--- src/rtl/boot_mode_pkg.sv ---
package boot_mode_pkg;
  typedef enum logic [1:0] {
    MODE_NORMAL = 2'b00,
    MODE_DEV    = 2'b01,
    MODE_FORCE  = 2'b10
  } mode_e;
endpackage

--- src/rtl/bm_select.sv ---
module bm_select
  import boot_mode_pkg::*;
(
  input  logic  clk_i,
  input  logic  por_n_i,
  input  logic  test_dev_i,
  input  logic  test_force_i,
  input  logic  startup_done_i,
  input  logic  spec_wr_i,
  input  logic  spec_dev_i,
  input  logic  mode_wr_i,
  input  logic  mode_dev_i,
  output mode_e mode_o,
  output logic  startup_o
);
  logic sampled_q, force_q, dev_q, lock_q, startup_q, perm_q;
  logic spec_enter, dev_leave;

  assign spec_enter = sampled_q && !force_q && spec_wr_i && spec_dev_i &&
                      perm_q && startup_q && !lock_q && !dev_q;
  assign dev_leave  = sampled_q && dev_q && mode_wr_i && !mode_dev_i;

  always_ff @(posedge clk_i or negedge por_n_i) begin
    if (!por_n_i) begin
      sampled_q <= 1'b0;
      force_q   <= 1'b0;
      dev_q     <= 1'b0;
      lock_q    <= 1'b0;
      startup_q <= 1'b1;
      perm_q    <= 1'b1;
    end else if (!sampled_q) begin
      sampled_q <= 1'b1;
      force_q   <= test_force_i;
      dev_q     <= test_dev_i && !test_force_i;
    end else begin
      if (startup_q && startup_done_i) begin
        startup_q <= 1'b0;
        perm_q    <= 1'b0;
      end
      if (spec_wr_i) perm_q <= 1'b0;
      if (spec_enter) begin
        dev_q <= 1'b1;
      end else if (dev_leave) begin
        dev_q  <= 1'b0;
        lock_q <= 1'b1;
      end
    end
  end

  assign mode_o    = force_q ? MODE_FORCE : (dev_q ? MODE_DEV : MODE_NORMAL);
  assign startup_o = startup_q;


  force_fixed_chk: assert property (@(posedge clk_i) disable iff (!por_n_i)
    (sampled_q && $past(sampled_q)) |-> $stable(force_q));

  dev_exit_chk: assert property (@(posedge clk_i) disable iff (!por_n_i)
    (dev_q && sampled_q && mode_wr_i && !mode_dev_i) |=> !dev_q);

  no_reentry_chk: assert property (@(posedge clk_i) disable iff (!por_n_i)
    (lock_q && !dev_q) |=> !dev_q);

  late_spec_chk: assert property (@(posedge clk_i) disable iff (!por_n_i)
    (sampled_q && !startup_q && !dev_q) |=> !dev_q);
endmodule

--- src/rtl/bm_uv_timer.sv ---
module bm_uv_timer #(
  parameter int UV_LIMIT = 8
) (
  input  logic clk_i,
  input  logic por_n_i,
  input  logic uv_i,
  input  logic tick_i,
  output logic rst_n_o,
  output logic expired_o
);
  localparam int CW = $clog2(UV_LIMIT + 1);
  localparam logic [CW-1:0] LIMIT = CW'(UV_LIMIT);

  logic [CW-1:0] cnt_q;
  logic          exp_q, rst_q;

  always_ff @(posedge clk_i or negedge por_n_i) begin
    if (!por_n_i) begin
      cnt_q <= '0;
      exp_q <= 1'b0;
      rst_q <= 1'b0;
    end else begin
      rst_q <= !uv_i;
      if (!uv_i)                        cnt_q <= '0;
      else if (tick_i && cnt_q != LIMIT) cnt_q <= cnt_q + 1'b1;
      if (cnt_q == LIMIT) exp_q <= 1'b1;
    end
  end

  assign rst_n_o   = rst_q;
  assign expired_o = exp_q;


  fs_sticky_chk: assert property (@(posedge clk_i) disable iff (!por_n_i)
    exp_q |=> exp_q);

  cnt_clear_chk: assert property (@(posedge clk_i) disable iff (!por_n_i)
    !uv_i |=> (cnt_q == '0));

  rst_follow_chk: assert property (@(posedge clk_i) disable iff (!por_n_i)
    uv_i |=> !rst_n_o);
endmodule

--- src/rtl/bm_gate.sv ---
module bm_gate
  import boot_mode_pkg::*;
(
  input  mode_e mode_i,
  input  logic  rst_n_i,
  input  logic  expired_i,
  input  logic  fs_src_i,
  input  logic  en_sw_i,
  input  logic  inh_sw_i,
  input  logic  sysinh_sw_i,
  output logic  spi_block_o,
  output logic  wdog_en_o,
  output logic  irq_mon_en_o,
  output logic  rst_mon_en_o,
  output logic  rst_ext_en_o,
  output logic  can_act_o,
  output logic  lin_act_o,
  output logic  inh_o,
  output logic  sysinh_o,
  output logic  en_o,
  output logic  failsafe_o
);
  logic frc;
  assign frc = (mode_i == MODE_FORCE);

  always_comb begin
    spi_block_o  = frc;
    wdog_en_o    = (mode_i == MODE_NORMAL);
    irq_mon_en_o = !frc;
    rst_mon_en_o = !frc;
    rst_ext_en_o = !frc;
    can_act_o    = frc;
    lin_act_o    = frc;
    inh_o        = frc ? 1'b1 : inh_sw_i;
    sysinh_o     = frc ? 1'b1 : sysinh_sw_i;
    en_o         = frc ? rst_n_i : en_sw_i;
    failsafe_o   = expired_i || (fs_src_i && !frc);
  end
endmodule

--- src/rtl/boot_mode_ctrl.sv ---
module boot_mode_ctrl
  import boot_mode_pkg::*;
#(
  parameter int UV_LIMIT = 8
) (
  input  logic       clk_i,
  input  logic       por_n_i,
  input  logic       test_dev_i,
  input  logic       test_force_i,
  input  logic       startup_done_i,
  input  logic       spec_wr_i,
  input  logic       spec_dev_i,
  input  logic       mode_wr_i,
  input  logic       mode_dev_i,
  input  logic       uv_i,
  input  logic       tick_i,
  input  logic       fs_src_i,
  input  logic       en_sw_i,
  input  logic       inh_sw_i,
  input  logic       sysinh_sw_i,
  output logic [1:0] mode_o,
  output logic       startup_o,
  output logic       spi_block_o,
  output logic       wdog_en_o,
  output logic       irq_mon_en_o,
  output logic       rst_mon_en_o,
  output logic       rst_ext_en_o,
  output logic       can_act_o,
  output logic       lin_act_o,
  output logic       inh_o,
  output logic       sysinh_o,
  output logic       rst_n_o,
  output logic       en_o,
  output logic       failsafe_o
);
  mode_e mode;
  logic  expired, rst_n;

  bm_select u_select (
    .clk_i, .por_n_i, .test_dev_i, .test_force_i, .startup_done_i,
    .spec_wr_i, .spec_dev_i, .mode_wr_i, .mode_dev_i,
    .mode_o(mode), .startup_o
  );

  bm_uv_timer #(.UV_LIMIT(UV_LIMIT)) u_uv (
    .clk_i, .por_n_i, .uv_i, .tick_i, .rst_n_o(rst_n), .expired_o(expired)
  );

  bm_gate u_gate (
    .mode_i(mode), .rst_n_i(rst_n), .expired_i(expired), .fs_src_i,
    .en_sw_i, .inh_sw_i, .sysinh_sw_i,
    .spi_block_o, .wdog_en_o, .irq_mon_en_o, .rst_mon_en_o, .rst_ext_en_o,
    .can_act_o, .lin_act_o, .inh_o, .sysinh_o, .en_o, .failsafe_o
  );

  assign mode_o  = mode;
  assign rst_n_o = rst_n;


  force_gate_chk: assert property (@(posedge clk_i) disable iff (!por_n_i)
    (mode_o == 2'b10) |-> (spi_block_o && !wdog_en_o && !irq_mon_en_o &&
                           !rst_mon_en_o && !rst_ext_en_o));

  force_drive_chk: assert property (@(posedge clk_i) disable iff (!por_n_i)
    (mode_o == 2'b10) |-> (can_act_o && lin_act_o && inh_o && sysinh_o &&
                           en_o == rst_n_o));

  force_fs_mask_chk: assert property (@(posedge clk_i) disable iff (!por_n_i)
    (mode_o == 2'b10 && failsafe_o) |-> expired);
endmodule

--- config.mk ---
export PLATFORM = sky130hd
export DESIGN_NAME = boot_mode_ctrl
export DESIGN_NICKNAME = d
export VERILOG_FILES = /design/src/rtl/boot_mode_pkg.sv /design/src/rtl/bm_select.sv /design/src/rtl/bm_uv_timer.sv /design/src/rtl/bm_gate.sv /design/src/rtl/boot_mode_ctrl.sv
export SDC_FILE = /design/constraint.sdc
export NUM_CORES = 1
export LEC_CHECK = 0
export ABC_AREA = 1
export BUFFER_PORTS_ARGS = -buffer_cell sky130_fd_sc_hd__buf_2
export CORE_MARGIN = 5
export CORE_UTILIZATION = 35
export CTS_BUF_LIST = sky130_fd_sc_hd__clkbuf_2 sky130_fd_sc_hd__clkbuf_4 sky130_fd_sc_hd__clkbuf_8
export CTS_CLUSTER_SIZE = 12
export DETAILED_ROUTE_END_ITERATION = 12
export PLACE_DENSITY = 0.6
export REMOVE_ABC_BUFFERS = 1
export SLEW_MARGIN = 20
export SYNTH_ARGS = -nofsm -noshare
export SYNTH_HDL_FRONTEND = slang
export SYNTH_SLANG_ARGS = --single-unit
--- constraint.sdc ---
create_clock -name clk_i -period 2 [get_ports clk_i]
set_clock_uncertainty 0.05 [all_clocks]
set_input_delay 0.3 -clock clk_i [delete_from_list [all_inputs] [get_ports clk_i]]
set_output_delay 0.3 -clock clk_i [all_outputs]
set_load 0.05 [all_outputs]
Yosys cells after proc, flatten, opt, wreduce, memory -nomap -nowiden

Index checks and enable logic that the tools add are counted.

Logic and storage cells: 55
Flip-flop bits (word level): 12

Bitwise operators: 1
Muxes and demuxes: 12
Add/subtract/negate cells: 1
Reductions and logical operators: 27
Equality and inequality tests: 5

Operator list:

| cell                                           | number |
|---|---|
| logical AND 1 bit                              | 14 |
| two-way mux 1 bit                              | 9 |
| two-way mux 4 bit                              | 2 |
| logical NOT 1 bit                              | 7 |
| adder 4 x 1 -> 4 bit (second input constant)   | 1 |
| == test 4 bit (second input constant)          | 1 |
| != test 4 bit (second input constant)          | 1 |
| AND reduction 2 bit                            | 2 |
| != test 3 bit (second input constant)          | 1 |
| AND reduction 3 bit                            | 1 |
| == test 2 bit (second input constant)          | 1 |
| logical NOT 2 bit                              | 1 |
| two-way mux 2 bit                              | 1 |
| != test 2 x 1 -> 1 bit (second input constant) | 1 |
| nonzero test 2 bit                             | 1 |
| logical OR 1 bit                               | 1 |
| inverter 1 bit                                 | 1 |

Depth between registers and ports, before layout

Word-level depth: 10
Mapped depth: 6
Depth with buffers taken out: 6

By module

From an unflattened synthesis, not the netlist that was laid out.

Cell total of the unflattened synthesis: 88
Area, all modules: 665.6 µm²

By module, submodules not included:

| module      | times used | cells an instance | sequential area each (µm²) | area an instance (µm²) |
|---|---|---|---|---|
| bm_uv_timer | 1          | 32                | 150.1                      | 295.3 |
| bm_select   | 1          | 38                | 152.6                      | 279.0 |
| bm_gate     | 1          | 18                | 0.0                        | 91.3 |

Worst setup path before layout

OpenSTA, ideal clock, no wires.

Path type: reg-to-output
From: register u_select.force_q
To: output en_o
Cell stages (with the launch flop): 5
Setup slack: 0.326 ns
Data required time: 1.650 ns
Buffers on the path: 1
Arrival: 1.324 ns
Cells stage by stage: dfrtp_1 > buf_2 > inv_1 > nand2_1 > nand2_1

Word-level cells in the longest chain between the ends: 3

Ends and longest elaborated chain:

| what                   | RTL line             | RTL |
|---|---|---|
| from (decl)            | bm_select.sv:16      | `logic sampled_q, force_q, dev_q, lock_q, startup_q, perm_q;` |
| from (signal assigned) | bm_select.sv:33      | `force_q <= test_force_i;` |
| two-way mux 2 bit      | bm_select.sv:50      | `assign mode_o = force_q ? MODE_FORCE : (dev_q ? MODE_DEV : MODE_NORMAL);` |
| == test 2 bit          | bm_gate.sv:24        | `assign frc = (mode_i == MODE_FORCE);` |
| two-way mux 1 bit      | bm_gate.sv:36        | `en_o = frc ? rst_n_i : en_sw_i;` |
| to (decl)              | boot_mode_ctrl.sv:33 | `output logic en_o,` |

No other way between the ends.

Worst setup path after layout

From: register u_select.force_q
To: output inh_o

Word-level cells in the longest chain between the ends: 3

Ends and longest elaborated chain:

| what              | RTL line             | RTL |
|---|---|---|
| two-way mux 2 bit | bm_select.sv:50      |  |
| == test 2 bit     | bm_gate.sv:24        |  |
| two-way mux 1 bit | bm_gate.sv:34        | `inh_o = frc ? 1'b1 : inh_sw_i;` |
| to (decl)         | boot_mode_ctrl.sv:30 | `output logic inh_o,` |

No other way between the ends.

==> results.json <==
{
  "slew_viol_final": 0,
  "ctsResizeCount": 0,
  "cp_data_arrival_time_ns": 1.28,
  "p_sw_uw": 250.4,
  "leakagePower_uw": 0.0004458,
  "grt.total_usage_pct": 11.14,
  "hold_class": "input port to flop",
  "ios": 30,
  "hold_viol": 0,
  "post_synth.cell_area_avg_um2": 8.238,
  "clk_latency_ns": 0.27,
  "io_buffer_count": 29,
  "h-tree-depth": 1,
  "dieWidth_um": 52.57,
  "grt_max_degree": 13,
  "synth_warnings": 0,
  "drt_iter0_markers": 11,
  "die_area_um2": 2764,
  "core-area_um2": 1727,
  "p_int_uw": 423.2,
  "dpl.cell_count": 124,
  "fp.dieH_um": 52.57,
  "setup_viol": 0,
  "met1_usage_pct": 12.70,
  "ir_worst_vdd_mv": 0.3787,
  "synth-seq-area-share_pct": 47.73,
  "use_met3_pct": 1.709,
  "cap_violations": 0,
  "crit_path_start_kind": "flop",
  "row_count": 15,
  "synth-seq-cells": 12,
  "cts_tree": "built",
  "dp_hpwl_mm": 1.038,
  "grt_remaining_overflow": 0,
  "final_cell_area_um2": 810.8,
  "yosys.area.top_type": "dfrtp_1",
  "fmax_ghz": 0.6121,
  "vias_per_cell": 4.326,
  "areaGrowthSynthToFinish_pct": 27.81,
  "synthCells": 77,
  "power_density_nw_per_um2": 830.8,
  "totalWireLength_mm": 1.324,
  "power_switching_share_pct": 37.17,
  "end_kind": "primary output",
  "layout_common_cells": "buf_2 (29), nand2_1 (19), inv_1 (10), dfrtp_1 (10), nor2_1 (8)",
  "start_util_pct": 36.74,
  "drc": 0,
  "antenna_cells": 0,
  "vias": 558,
  "layoutNonFillerInstCount": 129,
  "routedWlPerCell_um": 10.26,
  "antenna_left": 0,
  "first_pass_iters": 4,
  "pwr-share-seq_pct": 41.7,
  "synth_top_area_share_pct": 39.45,
  "grt_busiest_layer": "met2",
  "cts_sinks": 12,
  "combPwrFrac_pct": 28.9,
  "synth_area_um2": 634.4,
  "rsz0062_at_grt": "no",
  "drive_above_1_share_pct": 36.54,
  "path_class": "flop to primary output",
  "final_common_cell": "buf_2",
  "grt_pass1_wl_mm": 2.277,
  "clk_pin_slew_ns": 0.08,
  "final_util_pct": 46.96,
  "antenna_found_initial": 0,
  "final.min_clock_period_ns": 1.634,
  "met2_usage_pct": 19.42,
  "cts_root_buffer": "clkbuf_4",
  "gp_congestion": 0.7170,
  "power_frac_clock_pct": 29.4,
  "place_area_um2": 764.5,
  "grt_pass1_vias": 536,
  "path_max_fanout": 12,
  "clk_path_buf_depth": 2,
  "yosysUniqueCellTypes": 19,
  "nNetsFinal": 122,
  "required_ns": 1.65,
  "status": "completed",
  "cts_buffers": 3,
  "fin_crit_sh_pct": 81.69,
  "synth_top_cells_by_area": "dfrtp_1 (39%), nand2_1 (11%), dfstp_2 (8.3%)"
}
[cell type report]
type | instances | area (um2)
Fill cell | 177 | 915.9
Sequential cell | 12 | 302.8
Multi-Input combinational cell | 48 | 247.7
Timing Repair Buffer | 30 | 155.1
Inverter | 10 | 37.54
Clock buffer | 4 | 36.28
Tap cell | 25 | 31.28
[worst max-delay path, stage by stage (launching register included)]
cell	delay [ns]
dfrtp_1	0.48
or2_2	0.32
buf_2	0.21
[layer usage]
layer  vias to the layer above  wire length [um]
met5                         -                 0
met4                         0                22
met3                         2                80
met2                        17               675
met1                       250               546
li1                        289                 -
[timing repair]
item	CTS	global route
hold buffers	1	0
setup buffers	0	0
endpoints found under the hold margin	10	0
[stage by stage]
| stage | hold slack (ns) | setup slack, ns | setup TNS [ns] | total power (uW) |
|---|---|---|---|---|
| final | 0.2031 | 0.3663 | 0 | 673.6 |
| after global routing | 0.2030 | 0.2400 | 0 | 705.8 |
| after CTS | 0.1920 | 0.3416 | 0 | 680.6 |
| after detailed placement | 0.1444 | 0.6519 | 0 | 480.1 |
| after global placement | 0.1435 | 0.6751 | 0 | 477.9 |
| after floorplan | -0.04559 | -1.697 | -8.852 | 423.0 |
[kinds of logic after synthesis]
logic type | Yosys count | share of synthesized area (%)
adder cells (fa/ha/maj) | 2 | 3.944
AND/OR/NAND/NOR | 42 | 31.56
buffers and inverters | 17 | 13.21
flip-flops | 12 | 47.73
other | 1 | 0.5911
AO/OA/AOI/OAI | 3 | 2.959
[power by group through the flow]
stage          combinational, uW  clock [uW]  sequential [uW]
3_5_place_dp                 194           0              286
6_report                     195         198              281
3_3_place_gp                 193           0              285
2_1_floorplan               98.3           0              325
4_1_cts                      197         203              281
5_1_grt                      209         212              285
[cell usage after synthesis (all sizes together)]
cell / instances
nand3: 6
o21bai: 1
conb: 1
o21ai: 1
dfrtp: 10
clkbuf: 1
nand4: 3
nor2: 8
a31oi: 1
nand3b: 2
nor3: 2
dfstp: 2
nand2: 19
or2: 2
buf: 6
ha: 2
inv: 10
[registers in the layout, indices dropped and copies added (netlist names)]
register,count
u_select.force_q,1
u_select.lock_q,1
u_select.sampled_q,1
u_uv.cnt_q,4
u_uv.rst_n_o,1
u_select.dev_q,1
u_select.perm_q,1
u_select.startup_o,1
u_uv.expired_o,1
[final timing paths]
path	to	slack (ns)	cells after the start	startpoint
max	inh_o	0.37	2	u_select.force_q
min	u_uv.rst_n_o	0.20	2	uv_i
max reg2reg	u_uv.cnt_q[0]	0.82	6	u_uv.cnt_q[0]
min reg2reg	u_uv.expired_o	0.40	2	u_uv.expired_o
max in group asynchronous	u_select.perm_q	1.25	2	por_n_i
min in group asynchronous	u_uv.cnt_q[3]	0.37	2	por_n_i
Note: power is estimated with default switching activity, not from simulation.
